`config.mk`:
```
export PLATFORM = sky130hd
export DESIGN_NAME = alu_exec
export DESIGN_NICKNAME = d
export VERILOG_FILES = /design/src/rtl/alu_exec_pkg.sv /design/src/rtl/alu_operand_prep.sv /design/src/rtl/alu_addsub.sv /design/src/rtl/alu_shifter.sv /design/src/rtl/alu_exec.sv
export SDC_FILE = /design/constraint.sdc
export NUM_CORES = 1
export LEC_CHECK = 0
export BUFFER_PORTS_ARGS = -buffer_cell sky130_fd_sc_hd__clkbuf_2
export CORE_MARGIN = 5
export CORE_UTILIZATION = 49
export DETAILED_ROUTE_END_ITERATION = 8
export GPL_TIMING_DRIVEN = 1
export PLACE_DENSITY = 0.69
export SYNTH_ARGS = -nofsm -noshare
export SYNTH_HDL_FRONTEND = slang
export SYNTH_SLANG_ARGS = --single-unit
```
`constraint.sdc`:
```
create_clock -name clk -period 6.5 [get_ports clk]
set_input_delay 1.3 -clock clk [delete_from_list [all_inputs] [get_ports clk]]
set_output_delay 1.3 -clock clk [all_outputs]
set_load 0.005 [all_outputs]
```
`src/rtl/alu_exec_pkg.sv`:
```
package alu_exec_pkg;

   typedef enum logic [2:0] {
      OP_ADD   = 3'd0,
      OP_ADDC  = 3'd1,
      OP_SUB   = 3'd2,
      OP_SUBB  = 3'd3,
      OP_AND   = 3'd4,
      OP_OR    = 3'd5,
      OP_XOR   = 3'd6,
      OP_SHIFT = 3'd7
   } alu_op_e;

   typedef struct packed {
      logic neg;
      logic zero;
      logic ovf;
      logic carry;
   } alu_flags_t;

   localparam int FUNC_W = 5;
   localparam logic [FUNC_W-1:0] FN_SHIFT_ARITH = 5'b11000;

endpackage

```
`src/rtl/alu_operand_prep.sv`:
```
module alu_operand_prep #(
   parameter int DATA_W    = 32,
   parameter int IMM_W     = 16,
   parameter int REG_IDX_W = 5,
   parameter int ZERO_REG  = 0,
   parameter int ONES_REG  = 1
) (
   input  logic [REG_IDX_W-1:0] a_idx,
   input  logic [DATA_W-1:0]    a_val,
   input  logic [REG_IDX_W-1:0] b_idx,
   input  logic [DATA_W-1:0]    b_val,
   input  logic                 imm_form,
   input  logic                 place_hi,
   input  logic                 fill_ones,
   input  logic [IMM_W-1:0]     imm,
   output logic [DATA_W-1:0]    opa,
   output logic [DATA_W-1:0]    opb
);
   localparam int REST_W = DATA_W - IMM_W;

   logic [DATA_W-1:0] b_reg;
   logic [DATA_W-1:0] b_const;
   logic [REST_W-1:0] rest_fill;

   function automatic logic [DATA_W-1:0] read_port(input logic [REG_IDX_W-1:0] idx,
                                                   input logic [DATA_W-1:0] val);
      if (idx == REG_IDX_W'(ZERO_REG))      return '0;
      else if (idx == REG_IDX_W'(ONES_REG)) return '1;
      else                                  return val;
   endfunction

   assign opa       = read_port(a_idx, a_val);
   assign b_reg     = read_port(b_idx, b_val);
   assign rest_fill = fill_ones ? '1 : '0;

   generate
      if (REST_W > 0) begin : g_split
         assign b_const = place_hi ? {imm, rest_fill} : {rest_fill, imm};
      end else begin : g_full
         assign b_const = imm;
      end
   endgenerate

   assign opb = imm_form ? b_const : b_reg;
endmodule

```
`src/rtl/alu_addsub.sv`:
```
module alu_addsub #(
   parameter int DATA_W = 32
) (
   input  logic [DATA_W-1:0] a,
   input  logic [DATA_W-1:0] b,
   input  logic              invert_b,
   input  logic              cin,
   output logic [DATA_W-1:0] sum,
   output logic              cout,
   output logic              ovf
);
   logic [DATA_W-1:0] b_eff;
   logic [DATA_W:0]   wide;

   assign b_eff = invert_b ? ~b : b;
   assign wide  = {1'b0, a} + {1'b0, b_eff} + {{DATA_W{1'b0}}, cin};
   assign sum   = wide[DATA_W-1:0];
   assign cout  = wide[DATA_W];
   assign ovf   = (a[DATA_W-1] == b_eff[DATA_W-1]) && (sum[DATA_W-1] != a[DATA_W-1]);
endmodule

```
`src/rtl/alu_shifter.sv`:
```
module alu_shifter #(
   parameter int DATA_W = 32,
   parameter int SA_W   = 6,
   parameter bit BARREL = 1'b1
) (
   input  logic [DATA_W-1:0] a,
   input  logic [SA_W-1:0]   amt,
   input  logic              arith,
   output logic [DATA_W-1:0] res,
   output logic              cout
);
   logic            go_right;
   logic [SA_W-1:0] mag;
   logic            fill;
   logic [DATA_W:0] left_v;
   logic [DATA_W:0] right_v;

   assign go_right = amt[SA_W-1];
   assign mag      = go_right ? (~amt + 1'b1) : amt;
   assign fill     = arith & a[DATA_W-1];

   generate
      if (BARREL) begin : g_barrel
         logic [DATA_W:0] lst [0:SA_W];
         logic [DATA_W:0] rst_v [0:SA_W];
         assign lst[0]   = {1'b0, a};
         assign rst_v[0] = {a, 1'b0};
         for (genvar i = 0; i < SA_W; i++) begin : g_stage
            localparam int K = 1 << i;
            if (K <= DATA_W) begin : g_live
               assign lst[i+1]   = mag[i] ? {lst[i][DATA_W-K:0], {K{1'b0}}} : lst[i];
               assign rst_v[i+1] = mag[i] ? {{K{fill}}, rst_v[i][DATA_W:K]} : rst_v[i];
            end else begin : g_pass
               assign lst[i+1]   = mag[i] ? '0 : lst[i];
               assign rst_v[i+1] = mag[i] ? {(DATA_W+1){fill}} : rst_v[i];
            end
         end
         assign left_v  = lst[SA_W];
         assign right_v = rst_v[SA_W];
      end else begin : g_behav
         logic [DATA_W:0] r_ext;
         assign r_ext   = {a, 1'b0};
         assign left_v  = {1'b0, a} << mag;
         assign right_v = arith ? ($signed(r_ext) >>> mag) : (r_ext >> mag);
      end
   endgenerate

   assign res  = go_right ? right_v[DATA_W:1] : left_v[DATA_W-1:0];
   assign cout = go_right ? right_v[0] : left_v[DATA_W];
endmodule

```
`src/rtl/alu_exec.sv`:
```
module alu_exec
   import alu_exec_pkg::*;
#(
   parameter int DATA_W       = 32,
   parameter int IMM_W        = 16,
   parameter int REG_IDX_W    = 5,
   parameter int ZERO_REG     = 0,
   parameter int ONES_REG     = 1,
   parameter bit SHIFT_BARREL = 1'b1
) (
   input  logic                 clk,
   input  logic                 rst_n,
   input  logic                 issue,
   input  logic [2:0]           op,
   input  logic                 imm_form,
   input  logic                 half_sel,
   input  logic                 flag_en,
   input  logic [FUNC_W-1:0]    func,
   input  logic [REG_IDX_W-1:0] a_idx,
   input  logic [DATA_W-1:0]    a_val,
   input  logic [REG_IDX_W-1:0] b_idx,
   input  logic [DATA_W-1:0]    b_val,
   input  logic [IMM_W-1:0]     imm16,
   output logic                 res_valid,
   output logic [DATA_W-1:0]    res,
   output logic [3:0]           status
);
   localparam int SA_W = $clog2(DATA_W) + 1;

   generate
      if (IMM_W > DATA_W) begin : g_bad_imm
         $error("alu_exec: IMM_W must not exceed DATA_W");
      end
      if (IMM_W < SA_W) begin : g_bad_amt
         $error("alu_exec: IMM_W too narrow for a shift amount");
      end
      if ((1 << $clog2(DATA_W)) != DATA_W) begin : g_bad_w
         $error("alu_exec: DATA_W must be a power of two");
      end
      if (ZERO_REG == ONES_REG) begin : g_bad_reg
         $error("alu_exec: constant registers must differ");
      end
      if (ZERO_REG >= (1 << REG_IDX_W) || ONES_REG >= (1 << REG_IDX_W)) begin : g_bad_idx
         $error("alu_exec: constant register index out of range");
      end
   endgenerate

   alu_op_e           op_e;
   logic              is_shift;
   logic              is_and;
   logic              place_hi;
   logic [DATA_W-1:0] opa;
   logic [DATA_W-1:0] opb;
   alu_flags_t        flags_q;
   alu_flags_t        flags_d;
   logic [DATA_W-1:0] result_d;
   logic [DATA_W-1:0] res_q;
   logic              valid_q;

   assign op_e     = alu_op_e'(op);
   assign is_shift = (op_e == OP_SHIFT);
   assign is_and   = (op_e == OP_AND);
   assign place_hi = half_sel & ~is_shift;

   alu_operand_prep #(
      .DATA_W   (DATA_W),
      .IMM_W    (IMM_W),
      .REG_IDX_W(REG_IDX_W),
      .ZERO_REG (ZERO_REG),
      .ONES_REG (ONES_REG)
   ) u_prep (
      .a_idx    (a_idx),
      .a_val    (a_val),
      .b_idx    (b_idx),
      .b_val    (b_val),
      .imm_form (imm_form),
      .place_hi (place_hi),
      .fill_ones(is_and),
      .imm      (imm16),
      .opa      (opa),
      .opb      (opb)
   );

   logic              do_sub;
   logic              use_flag_c;
   logic              add_cin;
   logic [DATA_W-1:0] add_sum;
   logic              add_cout;
   logic              add_ovf;

   assign do_sub     = (op_e == OP_SUB) || (op_e == OP_SUBB);
   assign use_flag_c = (op_e == OP_ADDC) || (op_e == OP_SUBB);
   assign add_cin    = use_flag_c ? flags_q.carry : do_sub;

   alu_addsub #(.DATA_W(DATA_W)) u_addsub (
      .a       (opa),
      .b       (opb),
      .invert_b(do_sub),
      .cin     (add_cin),
      .sum     (add_sum),
      .cout    (add_cout),
      .ovf     (add_ovf)
   );

   logic              sh_arith;
   logic [DATA_W-1:0] sh_res;
   logic              sh_cout;

   assign sh_arith = imm_form ? half_sel : (func == FN_SHIFT_ARITH);

   alu_shifter #(
      .DATA_W(DATA_W),
      .SA_W  (SA_W),
      .BARREL(SHIFT_BARREL)
   ) u_shift (
      .a    (opa),
      .amt  (opb[SA_W-1:0]),
      .arith(sh_arith),
      .res  (sh_res),
      .cout (sh_cout)
   );

   always_comb begin
      flags_d = '0;
      unique case (op_e)
         OP_ADD, OP_ADDC, OP_SUB, OP_SUBB: begin
            result_d      = add_sum;
            flags_d.carry = add_cout;
            flags_d.ovf   = add_ovf;
         end
         OP_AND:  result_d = opa & opb;
         OP_OR:   result_d = opa | opb;
         OP_XOR:  result_d = opa ^ opb;
         default: begin
            result_d      = sh_res;
            flags_d.carry = sh_cout;
         end
      endcase
      flags_d.zero = (result_d == '0);
      flags_d.neg  = result_d[DATA_W-1];
   end

   always_ff @(posedge clk or negedge rst_n) begin
      if (!rst_n) begin
         res_q   <= '0;
         valid_q <= 1'b0;
         flags_q <= '0;
      end else begin
         valid_q <= issue;
         if (issue) begin
            res_q <= result_d;
            if (flag_en) begin
               flags_q <= flags_d;
            end
         end
      end
   end

   assign res       = res_q;
   assign res_valid = valid_q;
   assign status    = flags_q;
endmodule

```
==> summary.txt <==
Outcome
  • Status: finished clean

Layout
  • Cell Count, Final, Fillers Out: 2069
  • Post-route cell area: 12900 sq um
  • Synth-to-Final Area Change: 16.8%
  • Nets: 1984
  • Share of layout cells above drive strength 1: 21.7%

Logic synthesis
  • Synth Register Bits: 37
  • Asr flop ratio synth: 100%
  • Unique masters post-synth: 93
  • Number of synthesized flops with an enable pin: 0
  • Register area share after synthesis: 8.35%
  • Post-synth top flop: dfrtp_1
  • Yosys warns: 0
  • Post-synthesis instance area: 11100 sq um
  • Synth Net Count: 1809
  • Syn_area_per_cell: 6.90 sq um
  • Cells after Synth: 1606

Placement
  • Pre-CTS WS: -8.39 ps
  • Post-DP HPWL: 46.8 mm
  • GPL Wtd Cong: 1.08
  • Port-buffer cells: 140
  • Placed Instances: 2059
  • Placed Instance Area: 12800 sq um

Timing
  • Worst slew pin tran: 1120 ps
  • FMAX: 0.158 GHz
  • Final Critical Period: 6310 ps
  • Hold Fails Final Rpt: 0
  • Unrepaired setup endpoints after global routing: no
  • Tcrit/Tclk final: 97.1%
  • Relative slew slack: 24.1%
  • # setup viols final: 0
  • Final hold slack: 485 ps
  • Worst Skew: 3.32 ps
  • Final Slew Violations: 0
  • Final WS setup: 189 ps

Detailed routing
  • DRT iter0 DRCs: 2078
  • DRC Markers: 0
  • Final WL: 57.6 mm
  • Final ANT Viol Nets: 0
  • Pre-antenna DRT Iters: 7
  • Via density: 6.93
  • DR vias: 14.3k
  • WL/cell: 27.8 microns

Global route
  • First-pass GRT wire length: 84.8 mm
  • Gr usage total: 42.7%
  • GRT overflow: 0
  • Initial antenna violation count: 2
  • Largest net degree at the start of global routing: 47
  • Vias in the first global route: 13.3k

CTS
  • Sink Count: 37
  • Post CTS Setup Buffer Count: 0
  • Reg clk slew, reported paths: 60 ps
  • Num CTS Buffers: 5
  • CTS Root Cell: clkbuf_16
  • Cts hold-fix bufs: 0
  • TritonCTS clock tree: done
  • H-tree Lvls: 2
  • Worst skew pair latency: 280 ps
  • Clock Tree Buf Depth: 2

Power
  • Max VDD drop: 200 uV
  • Clock power share: 9.2%
  • Sequential power share: 12.6%
  • Switching power: 1.43 mW
  • Net Sw Frac: 54.2%
  • P_int: 1.21 mW
  • P_leak: 6.07 nW
  • Logic pwr share: 78.2%
  • Post-layout power: 2.64 mW
  • Pwr Density: 204 nW/um^2

Hold path
  • Hold path depth: 2
  • Hold Path Class: flip-flop to flip-flop

Run
  • MaxCap Viol Count: 0

Setup path
  • Critical path type: input pin to flip-flop
  • CP arrival: 6530 ps
  • Largest delay share family, worst path: compound AO/OA/AOI/OAI gates
  • Startpoint types: input pin
  • Cell breakdown of the critical path: clkbuf_2, or4_1, mux2_4, nand2_4, xnor2_1, fa_1, inv_1, fa_1, nor2b_1, o31a_1, o2111ai_1, nand3_1, nor2b_1, a211oi_1, o311ai_0, a2111oi_0, nand4_1, nor4_1, a32o_1
  • Crit path buffers/inverters: 2
  • Crit path required time: 6720 ps
  • Critical Path Stages: 19
  • Reg2reg path depth: 16
  • Peak fanout along the critical path: 5
  • CP Capture Type: flip-flop
  • CP max-delay cell: or4_1
  • Max incr delay on CP: 690 ps

Floorplan
  • Core area: 22400 sq um
  • Die area: 25700 sq um
  • FP Rows: 55
  • I/O Pins: 141
  • Die Span Y: 160 microns
  • Initial Utilization: 49.4%
  • Chip width: 160 microns
layout by cell type, fill, tap and decap left out, types with 35 or more instances in the layout:
cell	Yosys	routed
nor2_1	162	162
buf_4	5	157
a21oi_1	141	141
nand2_1	140	140
clkbuf_2	0	140
o21ai_0	123	123
ha_1	97	97
inv_1	92	92
mux2i_1	84	84
nand3_1	50	50
nor3_1	43	43
mux2_2	37	37
dfrtp_1	37	37
xnor2_1	35	35
power by group through the flow:
stage / Sequential [mW] / Clock [mW] / Combinational (mW)
finish: 0.332 / 0.242 / 2.06
global route: 0.341 / 0.257 / 2.17
detailed placement: 0.336 / 0 / 1.96
floorplan: 0.334 / 0 / 1.18
CTS: 0.333 / 0.244 / 1.97
global placement: 0.332 / 0 / 1.97
sequential cells by signal, summed over array words and instances (netlist names):
name / cells
status: 4
res_valid: 1
res: 32
Yosys cell counts (6+ instances only):
library cell    n  share of area [%]
nor2_1        162                5.5
a21oi_1       141                6.4
nand2_1       140                4.7
o21ai_0       123                5.6
ha_1           97                 11
inv_1          92                3.1
mux2i_1        84                7.6
clkbuf_1       74                2.5
nand3_1        50                2.3
nor3_1         43                1.9
dfrtp_1        37                8.4
mux2_2         37                3.8
xnor2_1        35                2.8
a211oi_1       32                2.2
o22ai_1        32                1.8
buf_2          31                1.4
o221ai_1       30                2.4
a31oi_1        23                1.3
xor2_1         22                1.7
o211ai_1       21                1.4
nand4_1        18                1.0
o22a_1         16                1.3
buf_1          14               0.47
o21a_1         12               0.81
a21boi_0       11               0.74
a21o_1         11               0.74
and2_1         11               0.62
a221oi_1       10               0.79
and3_1         10               0.56
nand2b_1        8               0.45
nor2b_1         8               0.45
o2111ai_1       8               0.63
o311ai_0        8               0.63
a31o_2          6               0.47
o21bai_1        6               0.41
o31ai_1         6               0.41
or3_1           6               0.34
path summary, 6_finish.rpt:
kind / from / slack, ps / to
setup / recovery: b_idx[4] / 190 / status[2]
hold / removal: status[1] / 480 / status[1]
setup reg to reg: status[0] / 1740 / status[2]
hold reg to reg: status[1] / 480 / status[1]
max in group asynchronous: rst_n / 4770 / res[5]
min in group asynchronous: rst_n / 1150 / res[4]
logic make-up after synthesis:
group / count (synthesis) / share of synthesized area, %
flip-flops: 37 / 8.35
adder cells (fa/ha/maj): 99 / 11.3
AND/OR/NAND/NOR: 494 / 20.7
AO/OA/AOI/OAI: 560 / 33.5
buffers and inverters: 228 / 8.72
multiplexers: 131 / 12.9
XOR/XNOR: 57 / 4.50
metal layers:
metal,vias up,share of wire (%),global-route usage [%]
met3,213,14,12.8
met1,6688,39,57.8
met5,-,0.35,2.27
met2,1145,39,59.8
li1,6279,-,-
met4,6,7.4,24.1
worst register-to-register path, delay by kind of cell, from the launching register on:
kind,cells,cell delay (ps)
AOI/OAI and AO/OA,7,2120
adders and majority gates,2,680
buffers and inverters,1,100
DFF,1,460
and+or+nand+nor,6,1320
area by class of cell:
cell class / instances / area (sq um)
antenna: 2 / 5.00
clock buffer: 5 / 125
clock inverter: 3 / 22.5
fill: 2215 / 9490
inverter: 98 / 368
multi-input combinational: 1341 / 9240
sequential: 37 / 926
tap: 285 / 357
timing repair buffer: 298 / 1900
stage by stage:
stage          util (%)  setup TNS, ps
2_1_floorplan         -              0
3_3_place_gp       57.0              0
3_5_place_dp       57.0          -8.39
4_1_cts            57.7              0
5_1_grt            57.7              0
6_report           57.7              0
what timing repair did:
action                                 4_1_cts  5_1_grt
gates resized for setup                      0        2
setup endpoints to repair                    0        1
endpoints found under the hold margin        0        0
Power figures use the tool's default switching activity.
